`config.mk`:
```
export PLATFORM = sky130hd
export DESIGN_NAME = ppdma_engine
export DESIGN_NICKNAME = d
export VERILOG_FILES = /design/src/rtl/ppdma_engine.sv
export SDC_FILE = /design/constraint.sdc
export NUM_CORES = 1
export LEC_CHECK = 0
export BUFFER_PORTS_ARGS = -buffer_cell sky130_fd_sc_hd__buf_2
export CORE_MARGIN = 2
export CORE_UTILIZATION = 55
export CTS_CLUSTER_SIZE = 8
export DETAILED_ROUTE_END_ITERATION = 6
export PLACE_DENSITY_LB_ADDON = 0.12
export RECOVER_POWER = 50
export SYNTH_ARGS = -nofsm -noshare
export SYNTH_HDL_FRONTEND = slang
export SYNTH_SLANG_ARGS = --single-unit
```
`constraint.sdc`:
```
create_clock -name clk -period 8.6 [get_ports clk]
set_input_delay 1.29 -clock clk [delete_from_list [all_inputs] [get_ports clk]]
set_output_delay 1.29 -clock clk [all_outputs]
set_load 0.02 [all_outputs]
```
`src/rtl/ppdma_engine.sv`:
```
module ppdma_engine #(
  parameter int AW            = 32,
  parameter int LW            = 12,
  parameter int PAGE_BITS     = 12,
  parameter int IN_ALIGN_BITS = 6
) (
  input  logic          clk,
  input  logic          rst_n,
  input  logic          reg_wr,
  input  logic [1:0]    reg_addr,
  input  logic [63:0]   reg_wdata,
  output logic [63:0]   reg_rdata,
  output logic          mem_req,
  output logic          mem_we,
  output logic [AW-1:0] mem_addr,
  output logic [7:0]    mem_wdata,
  input  logic          mem_ack,
  input  logic [7:0]    mem_rdata,
  output logic          dev_out_valid,
  output logic [7:0]    dev_out_data,
  input  logic          dev_out_ready,
  input  logic          dev_in_valid,
  input  logic [7:0]    dev_in_data,
  output logic          dev_in_ready,
  output logic          dev_tc,
  output logic          irq_a,
  output logic          irq_b
);
  localparam int PW = PAGE_BITS + 1;
  localparam logic [PW-1:0] PAGE_SIZE = PW'(1) << PAGE_BITS;
  localparam int LEN_LSB = 32;
  localparam int LAST_BIT = 63;
  localparam int DIAG_PAD = 64 - LW - 2;

  typedef enum logic [2:0] {S_IDLE, S_FETCH, S_SEND, S_RECV, S_STORE, S_DONE} st_t;

  st_t            st_q;
  logic [63:0]    ctx_q [2];
  logic           dir_q, en_q, err_q, sel_q, xdir_q, last_q;
  logic [1:0]     vld_q;
  logic [AW-1:0]  addr_q;
  logic [LW-1:0]  cnt_q;
  logic [7:0]     byte_q;

  wire ctrl_wr  = reg_wr && reg_addr == 2'd2;
  wire chan_rst = ctrl_wr && reg_wdata[2];

  wire [AW-1:0] cur_base = ctx_q[sel_q][AW-1:0];
  wire [LW-1:0] cur_len  = ctx_q[sel_q][LEN_LSB +: LW];
  wire          cur_last = ctx_q[sel_q][LAST_BIT];

  wire misalign = dir_q && (|cur_base[IN_ALIGN_BITS-1:0]);
  wire crosses  = ({1'b0, cur_base[PAGE_BITS-1:0]} + PW'(cur_len)) > PAGE_SIZE;
  wire reject   = misalign || crosses;
  wire busy     = st_q == S_FETCH || st_q == S_SEND || st_q == S_RECV || st_q == S_STORE;
  wire done     = en_q && st_q == S_DONE;

  always_ff @(posedge clk or negedge rst_n) begin
    if (!rst_n) begin
      st_q   <= S_IDLE;
      ctx_q[0] <= '0;
      ctx_q[1] <= '0;
      dir_q  <= 1'b0; en_q <= 1'b0; err_q <= 1'b0; sel_q <= 1'b0;
      xdir_q <= 1'b0; last_q <= 1'b0; vld_q <= 2'b00;
      addr_q <= '0; cnt_q <= '0; byte_q <= '0;
    end else if (chan_rst) begin
      st_q   <= S_IDLE;
      dir_q  <= 1'b0; en_q <= 1'b0; err_q <= 1'b0; sel_q <= 1'b0;
      vld_q  <= 2'b00; cnt_q <= '0;
    end else begin
      if (reg_wr && reg_addr == 2'd0) ctx_q[0] <= reg_wdata;
      if (reg_wr && reg_addr == 2'd1) ctx_q[1] <= reg_wdata;
      if (en_q) begin
        case (st_q)
          S_IDLE: begin
            if (vld_q[sel_q]) begin
              if (reject) begin
                err_q <= 1'b1;
                vld_q[sel_q] <= 1'b0;
                sel_q <= ~sel_q;
              end else begin
                addr_q <= cur_base;
                cnt_q  <= cur_len;
                xdir_q <= dir_q;
                last_q <= cur_last;
                st_q   <= (cur_len == '0) ? S_DONE : (dir_q ? S_RECV : S_FETCH);
              end
            end else if (vld_q[~sel_q]) begin
              sel_q <= ~sel_q;
            end
          end
          S_FETCH: if (mem_ack) begin
            byte_q <= mem_rdata;
            st_q   <= S_SEND;
          end
          S_RECV: if (dev_in_valid) begin
            byte_q <= dev_in_data;
            st_q   <= S_STORE;
          end
          S_SEND, S_STORE: if ((st_q == S_SEND && dev_out_ready) || (st_q == S_STORE && mem_ack)) begin
            addr_q <= addr_q + AW'(1);
            cnt_q  <= cnt_q - LW'(1);
            st_q   <= (cnt_q == LW'(1)) ? S_DONE : (xdir_q ? S_RECV : S_FETCH);
          end
          S_DONE: begin
            vld_q[sel_q] <= 1'b0;
            sel_q <= ~sel_q;
            st_q  <= S_IDLE;
          end
          default: st_q <= S_IDLE;
        endcase
      end
      if (ctrl_wr) begin
        dir_q <= reg_wdata[0];
        en_q  <= reg_wdata[1];
        if (reg_wdata[3]) vld_q[1] <= 1'b1;
        if (reg_wdata[4]) vld_q[0] <= 1'b1;
        if (reg_wdata[5]) err_q <= 1'b0;
      end
    end
  end

  assign mem_req       = en_q && (st_q == S_FETCH || st_q == S_STORE);
  assign mem_we        = st_q == S_STORE;
  assign mem_addr      = addr_q;
  assign mem_wdata     = byte_q;
  assign dev_out_valid = en_q && st_q == S_SEND;
  assign dev_out_data  = byte_q;
  assign dev_in_ready  = en_q && st_q == S_RECV;
  assign irq_a         = done && !sel_q;
  assign irq_b         = done && sel_q;
  assign dev_tc        = done && last_q;

  wire [63:0] ctrl_word = {58'd0, err_q, vld_q[0], vld_q[1], 1'b0, en_q, dir_q};
  wire [63:0] diag_word = {{DIAG_PAD{1'b0}}, cnt_q, en_q && busy, sel_q};

  always_comb begin
    case (reg_addr)
      2'd0:    reg_rdata = ctx_q[0];
      2'd1:    reg_rdata = ctx_q[1];
      2'd2:    reg_rdata = ctrl_word;
      default: reg_rdata = diag_word;
    endcase
  end

  a_r4_tc_only_at_completion: assert property (@(posedge clk) disable iff (!rst_n)
    dev_tc |-> (irq_a || irq_b));
  a_r5_single_irq: assert property (@(posedge clk) disable iff (!rst_n)
    $onehot0({irq_a, irq_b}));
  a_r5_valid_a_cleared: assert property (@(posedge clk) disable iff (!rst_n)
    (irq_a && !(ctrl_wr && (reg_wdata[4] || reg_wdata[2]))) |=> !vld_q[0]);
  a_r7_frozen_holds: assert property (@(posedge clk) disable iff (!rst_n)
    (!en_q && !reg_wr) |=> ($stable(cnt_q) && $stable(addr_q) && $stable(st_q)));
  a_r10_busy_has_bytes: assert property (@(posedge clk) disable iff (!rst_n)
    busy |-> cnt_q != '0);
  a_r8_reset_quiets: assert property (@(posedge clk) disable iff (!rst_n)
    chan_rst |=> !(irq_a || irq_b || mem_req || dev_out_valid || dev_in_ready));
endmodule

```
==> results of run 1 <==
final cells by class:
| type | instances | area [µm²] |
|---|---|---|
| fill | 1768 | 7260 |
| antenna | 2 | 5.00 |
| timing repair buffer | 218 | 1050 |
| tap | 270 | 338 |
| inverter | 44 | 165 |
| sequential | 191 | 4780 |
| clock inverter | 14 | 193 |
| clock buffer | 18 | 439 |
| multi-input combinational | 789 | 6060 |
report_power, final:
part / internal (µW) / leakage [µW] / total, µW / switching [µW]
Combinational: 738 / 0.00325 / 1930 / 1190
Clock: 429 / 0.000302 / 831 / 402
Sequential: 1140 / 0.00228 / 1420 / 276
Total: 2310 / 0.00583 / 4180 / 1870
placed cells by master (no fill, tap or decap), drive strengths merged, types with 3 or more instances in the layout:
cell type	netlist	final
a2111oi	4	4
a211o	6	6
a211oi	47	47
a21oi	39	39
a221oi	17	17
a22o	9	9
a22oi	3	3
a311oi	6	6
a31oi	7	7
and2	11	11
and3	13	13
buf	27	164
clkbuf	55	72
clkinv	0	7
dfrtp	191	191
ha	15	15
inv	44	49
mux2	157	157
mux2i	84	84
mux4	4	4
nand2	60	60
nand2b	6	6
nand3	29	29
nand3b	4	4
nand4	14	14
nor2	93	93
nor2b	8	8
nor3	22	22
nor4	7	7
o211ai	15	15
o21a	3	3
o21ai	44	44
o22a	5	5
o22ai	4	4
o31ai	5	5
o32ai	3	3
or2	6	6
or3	7	7
worst max-delay path, stage by stage:
cell      delay [ns]
clkbuf_1        2.68
clkbuf_2        1.61
buf_4           0.76
cells by family (layout without fill, tap and decap cells):
family | count (synthesis) | count (layout) | share of synthesized area
simple gates | 287 | 287 | 0.120
mux | 245 | 245 | 0.237
compound gates | 238 | 238 | 0.153
flops | 191 | 191 | 0.419
buf+inv | 126 | 294 | 0.0498
fa+ha+maj | 16 | 16 | 0.0182
xor+xnor | 3 | 3 | 0.00231
other cells | 0 | 2 | 0
through the flow:
stage | worst slack, ns | instance area, µm² | utilization | instances
after global placement | 3.34 | 12500 | 0.615 | 1512
after floorplan | 4.28 | 11400 | - | 1106
after detailed placement | 3.19 | 12500 | 0.615 | 1512
after CTS | 3.19 | 13100 | 0.646 | 1544
final | 2.65 | 13000 | 0.642 | 1546
after global routing | 1.64 | 13000 | 0.642 | 1544
how the worst min path moves through the flow:
stage	slack, ns	from	to	depth (start not counted)
after floorplan	0.46	err_q	err_q	1
after detailed placement	0.48	err_q	err_q	1
after global placement	0.47	err_q	err_q	1
after CTS	0.50	err_q	err_q	1
after global routing	0.52	ctx_q[114]	ctx_q[114]	1
final	0.50	err_q	err_q	1
state kept, by name (all words and copies together) (netlist names):
signal	count
last_q	1
dev_out_data	8
dir_q	1
err_q	1
ctx_q	128
st_q	3
mem_addr	32
vld_q	2
sel_q	1
en_q	1
cnt_q	12
xdir_q	1
per-layer routing:
layer / vias to the layer above / global-route usage / wire length (µm)
li1: 4406 / - / -
met1: 4663 / 0.415 / 13900
met2: 366 / 0.419 / 14100
met3: 42 / 0.0722 / 2530
met4: 2 / 0.0771 / 544
met5: - / 0 / 13
==> out/qor.txt, run 1 <==
crit path kind: input port to asynchronous set/reset pin
ys async rst share: 1.00
Synth Warn #: 0
failing checks: max-capacitance violations, max-slew violations
Max Freq: 168 MHz
post-synth cell types: 69
final WL: 31100 µm
Synth Flop Type: dfrtp_1
vias: 9479
Max-Cap Viols: 2
layout cells sized above 1: 0.300
largest net degree at the start of global routing: 71
Critical Path End Type: asynchronous set/reset pin
antenna violations before repair: 3
Worst Setup SP: rst_n
R2R Path End: mem_addr[20]
Cell Area, Synth: 11400 µm²
largest area contributor in the netlist: dfrtp_1
IR drop worst, VDD: 0.169 mV
# hold bufs at CTS: 0
worst skew pair latency: 0.44 ns
share of the synthesized area in the top cell type: 0.419
total power: 4180 µW
period utilization: 0.692
# port buffers: 206
CP arrival: 6.41 ns
GPL Wtd Cong: 0.930
Critical Path Fanout Max: 70
Hold/Removal Path Class: register to register
ANT nets after route: 0
hold slack final: 0.496 ns
DP HPWL: 21200 µm
clock skew: 0.0100 ns
Root Buffer: clkbuf_16
Worst EP required: 9.06 ns
per-cell routed wire length: 20.1 µm
H-Tree Depth: 4
outcome: finished, violations left
TritonCTS Sinks: 191
Core Rows: 52
# resized after CTS: 0
Yosys reg bits: 191
r2r setup slk: 3.13 ns
Synth Net Count: 1210
fin nets: 1365
Cells after Synth: 1106
CP Launch Type: input port
setup bufs post-CTS: 0
die area: 21900 µm²
crit path capture: sel_q
Synth-to-Final Area Change: 14.4%
clock tree buffer depth: 2
GRT Resource Usage Total: 0.283
min cycle time layout: 5.95 ns
starting density of the core: 0.562
most common cell in the netlist: dfrtp_1
chip height: 148 µm
EDFF count, synth: 0
Starting DRT DRC Count: 714
Synth area leaders: dfrtp_1, mux2_2, mux2i_1
Power Dens Cells: 320 nW/µm²
syn_area_per_cell: 10.3 µm²
slew margin rel.: -1.59
gr ovfl total: 0
clk slew on worst S/H paths: 0.07 ns
worst slew pin tran: 3.88 ns
Final Hold Viols: 0
global-route wire length before repair: 49100 µm
placeable core region: 20300 µm²
Top-Level Pins: 207
cts bufs inserted: 17
final setup vio count: 0
Die X: 148 µm
Slew Viols, Final: 140
CTS tree: built
top post-synthesis cells by count: dfrtp_1, mux2_2, nor2_1
cells on worst reg2reg path: 14
DRC: 0
sequential area share after synthesis: 0.419
drt pass-1 iters: 7
unrepaired setup endpoints after global routing: false
Via density: 6.13
vias in the first global route: 8996
setup TNS: 0 ns
reg2reg start: sel_q
Pleak: 0.00583 µW
Note: power is estimated with default switching activity, not from simulation.
==> inputs of run 2 (changes only) <==
--- a/config.mk
+++ b/config.mk
@@ -7,7 +7,7 @@
 export LEC_CHECK = 0
 export BUFFER_PORTS_ARGS = -buffer_cell sky130_fd_sc_hd__buf_2
 export CORE_MARGIN = 2
-export CORE_UTILIZATION = 55
+export CORE_UTILIZATION = 51
 export CTS_CLUSTER_SIZE = 8
 export DETAILED_ROUTE_END_ITERATION = 6
 export PLACE_DENSITY_LB_ADDON = 0.12
==> constraint.sdc (replaced) <==
create_clock -name clk -period 5.3 [get_ports clk]
set_input_delay 0.795 -clock clk [delete_from_list [all_inputs] [get_ports clk]]
set_output_delay 0.795 -clock clk [all_outputs]
set_load 0.02 [all_outputs]
==> run 2 against run 1 <==
Compared with the run above:
- the flow still finishes with violations (max-capacitance violations, max-slew violations)
- cell count is 1.2% higher
- non-clock buffer count rose by 11
- sequential cell count stayed put
- critical endpoint is now cnt_q[4]
- largest cell class unchanged
==> out/qor.txt, run 2 (same netlist as run 1, synthesis figures left out) <==
commonest non-fill, non-tap cell in the layout: dfrtp_1
final WL: 32600 µm
Critical Path Fanout Max: 24
final setup vio count: 0
filler cell count in the final layout: 1959
DP HPWL: 22900 µm
dpl cell area: 12600 µm²
cts bufs inserted: 17
GPL Wtd Cong: 0.969
Power Dens Cells: 521 nW/µm²
reg2reg start: sel_q
per-cell routed wire length: 20.8 µm
min cycle time layout: 4.85 ns
cells on worst reg2reg path: 14
global-route wire length before repair: 52200 µm
largest net degree at the start of global routing: 106
CTS tree: built
clk slew on worst S/H paths: 0.08 ns
clock skew: 0.0147 ns
worst skew pair latency: 0.44 ns
Die X: 154 µm
slew margin rel.: -1.67
Max Freq: 206 MHz
met3 routed WL: 2450 µm
Worst EP required: 5.62 ns
number of antenna diodes: 0
max layer used: met4
Root Buffer: clkbuf_16
vias in the first global route: 9474
Final Hold Viols: 0
DRC: 0
layout cells sized above 1: 0.308
IR drop worst, VDD: 0.247 mV
CP arrival: 5.18 ns
flip-flop count of the largest register after layout: 128
failing checks: max-capacitance violations, max-slew violations
# hold bufs at CTS: 0
worst slew pin tran: 4.00 ns
vias: 9525
Critical Path End Type: register
period utilization: 0.916
# resized after CTS: 0
outcome: finished, violations left
Via density: 6.09
Min-Delay Endpoint: dev_out_data[1]
Hold/Removal Path Class: register to register
setup bufs post-CTS: 0
Slew Viols, Final: 147
Starting DRT DRC Count: 554
r2r setup slk: 0.45 ns
design area: 13100 µm²
Most flops, register: ctx_q
TritonCTS Sinks: 191
# port buffers: 206
R2R Path End: cnt_q[4]
placeable core region: 21900 µm²
Synth-to-Final Area Change: 15.3%
hold_sp: dev_out_data[1]
commonest cells after routing, fill and taps aside: dfrtp_1, mux2_2, buf_2, nor2_1, mux2i_1
CP Launch Type: register
WL met2: 14800 µm
Top-Level Pins: 207
H-Tree Depth: 4
setup TNS: 0 ns
gr ovfl total: 0
unrepaired setup endpoints after global routing: false
starting density of the core: 0.521
crit path kind: register to register
Core Rows: 54
clock tree buffer depth: 2
metal1 wirelength: 14900 µm
Max-Cap Viols: 3
GRT Resource Usage Total: 0.274
ANT nets after route: 0
antenna violations before repair: 1
fin nets: 1376
Pleak: 0.00591 µW
chip height: 154 µm
drt pass-1 iters: 5
worst hold path stage count: 2
die area: 23600 µm²
-- run 2: changes by cell type in the layout (fill, tap and decap cells not counted), sizes merged --
cell	before	now
bufinv	1	0
diode	2	0
buf	164	178
clkbuf	72	68
inv	49	52
clkinv	7	5
dlymetal6s4s	0	1
-- run 2: final cells by class --
class,instances,area [µm²],area share
clock inverter,14,161,0.0123
inverter,44,165,0.0126
tap,280,350,0.0267
clock buffer,18,439,0.0334
sequential,191,4780,0.364
multi-input combinational,789,6060,0.461
timing repair buffer,229,1180,0.0901
-- run 2: critical path, stage by stage, from the launching register on --
cell,delay (ns)
dfrtp_2,0.77
mux2i_1,0.40
inv_1,0.14
ha_1,0.27
fa_1,0.41
a211o_1,0.36
and2_1,0.19
o41ai_2,0.44
nand4bb_1,0.14
o311ai_0,0.13
or3_1,0.32
a21o_1,0.50
buf_4,0.28
a21oi_2,0.09
o221a_2,0.28
-- run 2: power by group --
group	switching [µW]	internal [µW]	leakage [µW]
registers	463	1860	0.00228
logic	1960	1240	0.00334
clock network	672	650	0.000291
total	3090	3750	0.00591
-- run 2: how the worst max path moves through the flow --
stage | startpoint | end | slack [ns] | cells after the start
floorplan | sel_q | mem_addr[1] | 0.98 | 17
global placement | sel_q | cnt_q[4] | 0.70 | 14
detailed placement | sel_q | cnt_q[4] | 0.59 | 14
CTS | sel_q | cnt_q[4] | 0.56 | 14
global route | sel_q | cnt_q[5] | 0.21 | 14
finish | sel_q | cnt_q[4] | 0.45 | 14
-- run 2: metal layers --
metal	up-vias	track usage
met5	-	0
met4	0	0.0703
met3	30	0.0589
met2	341	0.426
met1	4738	0.393
li1	4416	-
-- run 2: metrics by stage --
| step | hold slack [ns] | power [µW] | std cells | setup slack (ns) | util |
|---|---|---|---|---|---|
| CTS | 0.437 | 6870 | 1565 | 0.557 | 0.604 |
| detailed placement | 0.484 | 5550 | 1533 | 0.595 | 0.577 |
| floorplan | 0.459 | 4580 | 1106 | 0.983 | - |
| finish | 0.504 | 6850 | 1565 | 0.448 | 0.600 |
| global placement | 0.469 | 5540 | 1533 | 0.701 | 0.577 |
| global route | 0.523 | 7260 | 1565 | 0.211 | 0.600 |
